File: src/rtl/stt_pkg.sv
package stt_pkg;

    localparam logic [1:0] KIND_FETCH = 2'd0;
    localparam logic [1:0] KIND_LOAD  = 2'd1;
    localparam logic [1:0] KIND_STORE = 2'd2;
    localparam int unsigned NUM_KINDS = 3;

    typedef enum logic [1:0] {
        UPD_IDLE   = 2'd0,
        UPD_REFILL = 2'd1,
        UPD_FLUSH  = 2'd2
    } upd_e;

    // Code 3 is folded onto load
    function automatic logic [1:0] kind_norm(input logic [1:0] k);
        return (k == 2'd3) ? KIND_LOAD : k;
    endfunction

endpackage

File: src/rtl/stt_update_ctrl.sv
module stt_update_ctrl
    import stt_pkg::*;
(
    input  logic                 fill_en,
    input  logic                 flush_all,
    input  logic [1:0]           fill_kind,
    output upd_e                 upd,
    output logic [NUM_KINDS-1:0] own_sel
);

    // Update kind decode: flush wins over refill
    always_comb begin
        if (flush_all) begin
            upd = UPD_FLUSH;
        end else if (fill_en) begin
            upd = UPD_REFILL;
        end else begin
            upd = UPD_IDLE;
        end
    end

    // Which tag bank the refill owns
    always_comb begin
        own_sel = '0;
        unique case (upd)
            UPD_REFILL: own_sel[kind_norm(fill_kind)] = 1'b1;
            UPD_FLUSH:  own_sel = '0;
            UPD_IDLE:   own_sel = '0;
            default:    own_sel = '0;
        endcase
    end

endmodule

File: src/rtl/stt_tag_bank.sv
module stt_tag_bank
    import stt_pkg::*;
#(
    parameter int unsigned ENTRIES = 16,
    parameter int unsigned TAG_W   = 21,
    localparam int unsigned IDX_W  = $clog2(ENTRIES)
) (
    input  logic             clk,
    input  logic             rst_n,
    input  upd_e             upd,
    input  logic             own,
    input  logic [IDX_W-1:0] wr_idx,
    input  logic [TAG_W-1:0] wr_tag,
    input  logic [IDX_W-1:0] rd_idx,
    output logic [TAG_W-1:0] rd_tag
);

    localparam logic [TAG_W-1:0] TAG_NONE = '1;

    logic [TAG_W-1:0] tags [ENTRIES];

    always_ff @(posedge clk or negedge rst_n) begin
        if (!rst_n) begin
            for (int i = 0; i < ENTRIES; i++) begin
                tags[i] <= TAG_NONE;
            end
        end else begin
            unique case (upd)
                UPD_IDLE: begin
                end
                UPD_FLUSH: begin
                    for (int i = 0; i < ENTRIES; i++) begin
                        tags[i] <= TAG_NONE;
                    end
                end
                UPD_REFILL: begin
                    if (own) begin
                        tags[wr_idx] <= wr_tag;
                    end else if (tags[wr_idx] != wr_tag) begin
                        tags[wr_idx] <= TAG_NONE;
                    end
                end
                default: begin
                end
            endcase
        end
    end

    assign rd_tag = tags[rd_idx];

endmodule

File: src/rtl/stt_data_bank.sv
module stt_data_bank
    import stt_pkg::*;
#(
    parameter int unsigned ENTRIES = 16,
    parameter int unsigned DATA_W  = 20,
    localparam int unsigned IDX_W  = $clog2(ENTRIES)
) (
    input  logic              clk,
    input  upd_e              upd,
    input  logic [IDX_W-1:0]  wr_idx,
    input  logic [DATA_W-1:0] wr_data,
    input  logic [IDX_W-1:0]  rd_idx,
    output logic [DATA_W-1:0] rd_data
);

    logic [DATA_W-1:0] words [ENTRIES];

    always_ff @(posedge clk) begin
        if (upd == UPD_REFILL) begin
            words[wr_idx] <= wr_data;
        end
    end

    assign rd_data = words[rd_idx];

endmodule

File: src/rtl/split_tag_tlb.sv
module split_tag_tlb
    import stt_pkg::*;
#(
    parameter int unsigned ENTRIES = 16,
    parameter int unsigned PG_BITS = 12,
    parameter int unsigned ADDR_W  = 32
) (
    input  logic              clk,
    input  logic              rst_n,
    input  logic [ADDR_W-1:0] lk_vaddr,
    input  logic [1:0]        lk_kind,
    output logic              lk_hit,
    output logic [ADDR_W-1:0] lk_paddr,
    input  logic              fill_en,
    input  logic [1:0]        fill_kind,
    input  logic [ADDR_W-1:0] fill_vaddr,
    input  logic [ADDR_W-1:0] fill_paddr,
    input  logic              flush_all
);

    localparam int unsigned VPN_W = ADDR_W - PG_BITS;
    localparam int unsigned IDX_W = $clog2(ENTRIES);
    localparam int unsigned TAG_W = VPN_W + 1;

    upd_e                 upd;
    logic [NUM_KINDS-1:0] own_sel;

    logic [VPN_W-1:0] lk_vpn, fill_vpn, fill_ppn;
    logic [IDX_W-1:0] lk_idx, fill_idx;
    logic [TAG_W-1:0] fill_tag, lk_tag;
    logic [TAG_W-1:0] rd_tags [NUM_KINDS];
    logic [VPN_W-1:0] rd_off;
    logic [TAG_W-1:0] sel_tag;

    assign lk_vpn   = lk_vaddr[ADDR_W-1:PG_BITS];
    assign fill_vpn = fill_vaddr[ADDR_W-1:PG_BITS];
    assign fill_ppn = fill_paddr[ADDR_W-1:PG_BITS];
    assign lk_idx   = lk_vpn[IDX_W-1:0];
    assign fill_idx = fill_vpn[IDX_W-1:0];
    assign fill_tag = {1'b0, fill_vpn};
    assign lk_tag   = {1'b0, lk_vpn};

    stt_update_ctrl u_ctrl (
        .fill_en   (fill_en),
        .flush_all (flush_all),
        .fill_kind (fill_kind),
        .upd       (upd),
        .own_sel   (own_sel)
    );

    for (genvar k = 0; k < NUM_KINDS; k++) begin : g_bank
        stt_tag_bank #(
            .ENTRIES (ENTRIES),
            .TAG_W   (TAG_W)
        ) u_tags (
            .clk    (clk),
            .rst_n  (rst_n),
            .upd    (upd),
            .own    (own_sel[k]),
            .wr_idx (fill_idx),
            .wr_tag (fill_tag),
            .rd_idx (lk_idx),
            .rd_tag (rd_tags[k])
        );
    end

    stt_data_bank #(
        .ENTRIES (ENTRIES),
        .DATA_W  (VPN_W)
    ) u_data (
        .clk     (clk),
        .upd     (upd),
        .wr_idx  (fill_idx),
        .wr_data (fill_ppn - fill_vpn),
        .rd_idx  (lk_idx),
        .rd_data (rd_off)
    );

    always_comb begin
        unique case (kind_norm(lk_kind))
            KIND_FETCH: sel_tag = rd_tags[0];
            KIND_STORE: sel_tag = rd_tags[2];
            default:    sel_tag = rd_tags[1];
        endcase
    end

    always_comb begin
        lk_hit   = (sel_tag == lk_tag);
        lk_paddr = '0;
        if (lk_hit) begin
            lk_paddr = {lk_vpn + rd_off, lk_vaddr[PG_BITS-1:0]};
        end
    end

endmodule

File: config.mk
export PLATFORM = sky130hd
export DESIGN_NAME = split_tag_tlb
export DESIGN_NICKNAME = d
export VERILOG_FILES = /design/src/rtl/stt_pkg.sv /design/src/rtl/stt_update_ctrl.sv /design/src/rtl/stt_tag_bank.sv /design/src/rtl/stt_data_bank.sv /design/src/rtl/split_tag_tlb.sv
export SDC_FILE = /design/constraint.sdc
export NUM_CORES = 2
export LEC_CHECK = 0
export BUFFER_PORTS_ARGS = -buffer_cell sky130_fd_sc_hd__buf_4
export CAP_MARGIN = 10
export CORE_AREA = 2 2 398 400
export CTS_BUF_LIST = sky130_fd_sc_hd__clkbuf_4
export DETAILED_ROUTE_END_ITERATION = 10
export DIE_AREA = 0 0 400 402
export GPL_ROUTABILITY_DRIVEN = 0
export GPL_TIMING_DRIVEN = 0
export PLACE_DENSITY = 0.58
export SYNTH_ARGS = -nofsm -noshare
export SYNTH_HDL_FRONTEND = slang
export SYNTH_SLANG_ARGS = --single-unit
File: constraint.sdc
create_clock -name clk -period 7.3 [get_ports clk]
set_input_delay 0.365 -clock clk [delete_from_list [all_inputs] [get_ports clk]]
set_output_delay 0.365 -clock clk [all_outputs]
set_load 0.005 [all_outputs]
==> flow_summary_export.csv <==
group,metric,value,unit
clock_network,htreeDepth,5,
detailed_routing,drt_wl_total,323,mm
pwr,power_density,216,nW/um^2
clock_network,cts_max_path_buffers,4,
detailed_routing,ant_nets,0,
yosys,synth.distinct_cells,90,
detailed_routing,drt_first_iter_violations,8167,
yosys,synthArstFlopShare,75.9,%
setup_path,crit_family,"buffers and inverters",
setup_path,critPathLaunchType,"primary input",
final_layout,drive_above_1_share,46.8,%
floorplan,die_h,402,um
run_status,outcome,"finished with violations",
clock_network,cts.clk_slew.worst_paths,0.07,ns
detailed_routing,drtPass1Iterations,9,
setup_path,path_buf_inv,7,
pwr,switching_power,5.00,mW
yosys,syn_area,68500,um^2
floorplan,initial_core_util,43.6,%
flow_run,drv_cap,1,
setup_path,rr_startpoint,"g_bank[0].u_tags.tags[14]",
clock_network,clk_latency,1.39,ns
pwr,pwr-share-clk,39.8,%
floorplan,fp.coreArea,157000,um^2
pwr,swShare,29.6,%
setup_path,required,6.93,ns
setup_path,cp_slowest_stage_delay,1.12,ns
clock_network,cts_tree,"done",
worst_hold_path,hold_end,"g_bank[1].u_tags.tags[328]",
sta,setup_viol,20,
sta,setup_tns,-3.65,ns
global_route,grt_pass1_wl,437,mm
clock_network,cts_root_buffer,"clkbuf_4",
final_layout,areaGrowthSynthToFinish,14.2,%
setup_path,critPathMaxFanout,19,
pwr,power.internal,11.9,mW
detailed_routing,vias_per_cell,7.01,
setup_path,cp-end-kind,"primary output",
global_route,grtUsageTotal,40.0,%
yosys,synth_ff_type,"dfstp_2",
pwr,p_leak,27.2,nW
pwr,sequentialPowerShare,46.5,%
yosys,synth_top_area_share,38.6,%
yosys,synth_edf_count,320,
placed_design,portBuffers,95,
final_layout,fillers,13900,
floorplan,rows,146,
setup_path,worstSetupPathType,"primary input to primary output",
yosys,synth_area_leaders,"dfstp_2, mux4_2, edfxtp_1, a2bb2oi_1, a21oi_1",
yosys,yosysMostFrequentCell,"dfstp_2",
detailed_routing,num_vias,55000,
setup_path,critical_path.slowest_cell,"buf_2",
floorplan,design.portCount,137,
yosys,ys_warn_count,0,
worst_hold_path,holdPathStages,3,
sta,final-max-slew-violation-count,0,
detailed_routing,drc,0,
sta,worst_slack,-0.319,ns
setup_path,r2r_cells,11,
yosys,synthCells,4926,
worst_hold_path,min-delay-start,"fill_vaddr[25]",
setup_path,rr_endpoint,"g_bank[0].u_tags.tags[55]",
detailed_routing,wl_per_cell,41.1,um
pwr,p_comb_share,13.6,%
clock_network,cts_setup_buffers,0,
sta,min_period_over_period,104,%
global_route,grt_start_max_net_pins,126,
global_route,grt_overflow,0,
setup_path,regToRegSetupSlack,2.55,ns
sta,fmax,131,MHz
floorplan,die_w,400,um
setup_path,critPathArrivalTime,7.25,ns
sta,fin_crit,7.62,ns
sta,hold_viol_final,0,
run_status,violations,"capacitance limit, setup timing",
yosys,synth_top_area_cell,"dfstp_2",
pwr,ir_drop,0.135,mV
yosys,syn_avg_cell_area,13.9,um^2
yosys,synth_seq_area_share,52.7,%
sta,worst_pin_slew,1.48,ns
yosys,synth-seq-cells,1328,
global_route,antenna_found_initial,25,
placed_design,post-dp-hpwl,224,mm
final_layout,final_util,49.8,%
clock_network,cts_buffers,369,
floorplan,die-area,161000,um^2
setup_path,path_cells,"buf_4 -> buf_2 -> buf_2 -> clkbuf_2 -> mux4_2 -> mux2i_1 -> o21ai_0 -> nand2_1 -> nor3_1 -> a21oi_1 -> o311ai_0 -> nor4b_2 -> buf_6 -> clkbuf_1 -> and3_1 -> buf_4",
sta,fin_skew,0.118,ns
final_layout,finalNetCount,5656,
worst_hold_path,hold_path.class,"primary input to flop",
yosys,synth_nets,5070,
sta,rsz0062_at_grt,"false",
sta,relSlewSlack,0.630,%
global_route,grt_pass1_vias,53200,
yosys,synthTopCellsByCount,"dfstp_2, mux4_2, a2bb2oi_1",
clock_network,clkSinkCount,1328,
[cells in the final DEF (no fill, tap or decap), types with 21 or more instances in the layout]
master and count:
nand2b_1 22, mux2i_1 110, and3_1 24, or2_2 75, or2_1 34, nand4_1 21
clkbuf_1 202, xor2_1 22, nor3_1 53, nand3_1 31, clkbuf_4 538, a2bb2oi_1 497
nor2_1 403, a21o_1 27, dfstp_2 1008, nor4_1 28, edfxtp_1 320, buf_2 95
buf_4 163, xnor2_1 67, and2_1 38, nand2_1 195, o21ai_0 71, clkinv_1 67
clkbuf_2 30, dlygate4sd3_1 46, a21oi_1 329, inv_1 33, o22a_1 21, o21a_1 81
mux4_2 581, diode_2 24, a221oi_1 21, buf_6 51, a22oi_1 30, ha_1 38
[power groups by stage]
stage	logic (mW)	registers [mW]	clock network, mW
after floorplan	1.07	7.96	0
after global placement	2.07	7.97	0
after detailed placement	2.13	7.98	0
after CTS	2.16	7.86	6.72
after global routing	2.30	7.86	7.11
final	2.30	7.86	6.72
[worst min-delay path: cells and delay by family]
kind,cells,cell delay [ns]
and+or+nand+nor,2,0.55
buffers and inverters,1,0.52
[stage by stage]
step / setup slack, ns / instance area (um^2) / hold slack [ns] / instances / power [mW]
after detailed placement: -2.86 / 73100 / 0.480 / 7159 / 10.1
after global routing: 0.00176 / 78200 / -0.00752 / 7829 / 17.3
after global placement: -3.74 / 71800 / 0.473 / 7093 / 10.0
final: -0.319 / 78300 / 0.0948 / 7848 / 16.9
after floorplan: 0.833 / 68500 / 0.217 / 4926 / 9.02
after CTS: 0.0857 / 78000 / 0.0179 / 7808 / 16.7
[timing repair]
item / 4_1_cts / 5_1_grt
endpoints found under the setup margin: 33 / 31
hold buffers: 46 / 1
resized for setup: 30 / 15
endpoints found under the hold margin: 744 / 6
[cells by family (layout without fill, tap and decap cells)]
logic type / Yosys count / after routing / share of synthesized area (%)
XOR/XNOR: 91 / 91 / 1.16
flip-flops: 1328 / 1328 / 52.7
adder cells (fa/ha/maj): 40 / 40 / 0.752
AND/OR/NAND/NOR: 1011 / 1011 / 7.05
buffers and inverters: 493 / 1319 / 3.56
multiplexers: 725 / 725 / 21.6
other: 0 / 24 / 0
AO/OA/AOI/OAI: 1238 / 1238 / 13.2
[final cells by class]
| cell class | count | area (um^2) | area share (%) |
|---|---|---|---|
| inverters | 42 | 160 | 0.205 |
| diodes | 24 | 60.1 | 0.0767 |
| plain buffers | 443 | 2380 | 3.04 |
| clock buffers | 533 | 4000 | 5.11 |
| repair buffers | 223 | 2480 | 3.17 |
| well taps | 2072 | 2590 | 3.31 |
| multi-input cells | 3105 | 30100 | 38.5 |
| flip-flops and latches | 1328 | 36100 | 46.1 |
| clock inverters | 78 | 360 | 0.460 |
[flip-flops by register name, summed over array words and instances, names as in the netlist]
signal and count:
g_bank.u_tags.tags 1008, u_data.words 320
[layer usage]
layer  share of wire (%)  track usage (%)  vias to the layer above  wire (um)
met5                0.12             1.18                        -        381
met4                 9.7             30.8                       30      31200
met3                  15             19.5                     1458      48600
met2                  41             54.5                     4817     132000
met1                  34             48.0                    28100     111000
li1                    -                -                    20600          -
[worst max path at each step]
stage,start,end,slack [ns],cells past startpoint
detailed placement,lk_vaddr[13],lk_paddr[31],-2.86,22
global placement,lk_vaddr[13],lk_paddr[31],-3.74,21
floorplan,lk_vaddr[12],lk_paddr[31],0.83,21
CTS,lk_vaddr[12],lk_paddr[31],0.09,19
finish,lk_vaddr[13],lk_paddr[29],-0.32,16
global route,lk_vaddr[13],lk_paddr[31],0.002,19
No activity file was read; power rests on OpenSTA's default activity.
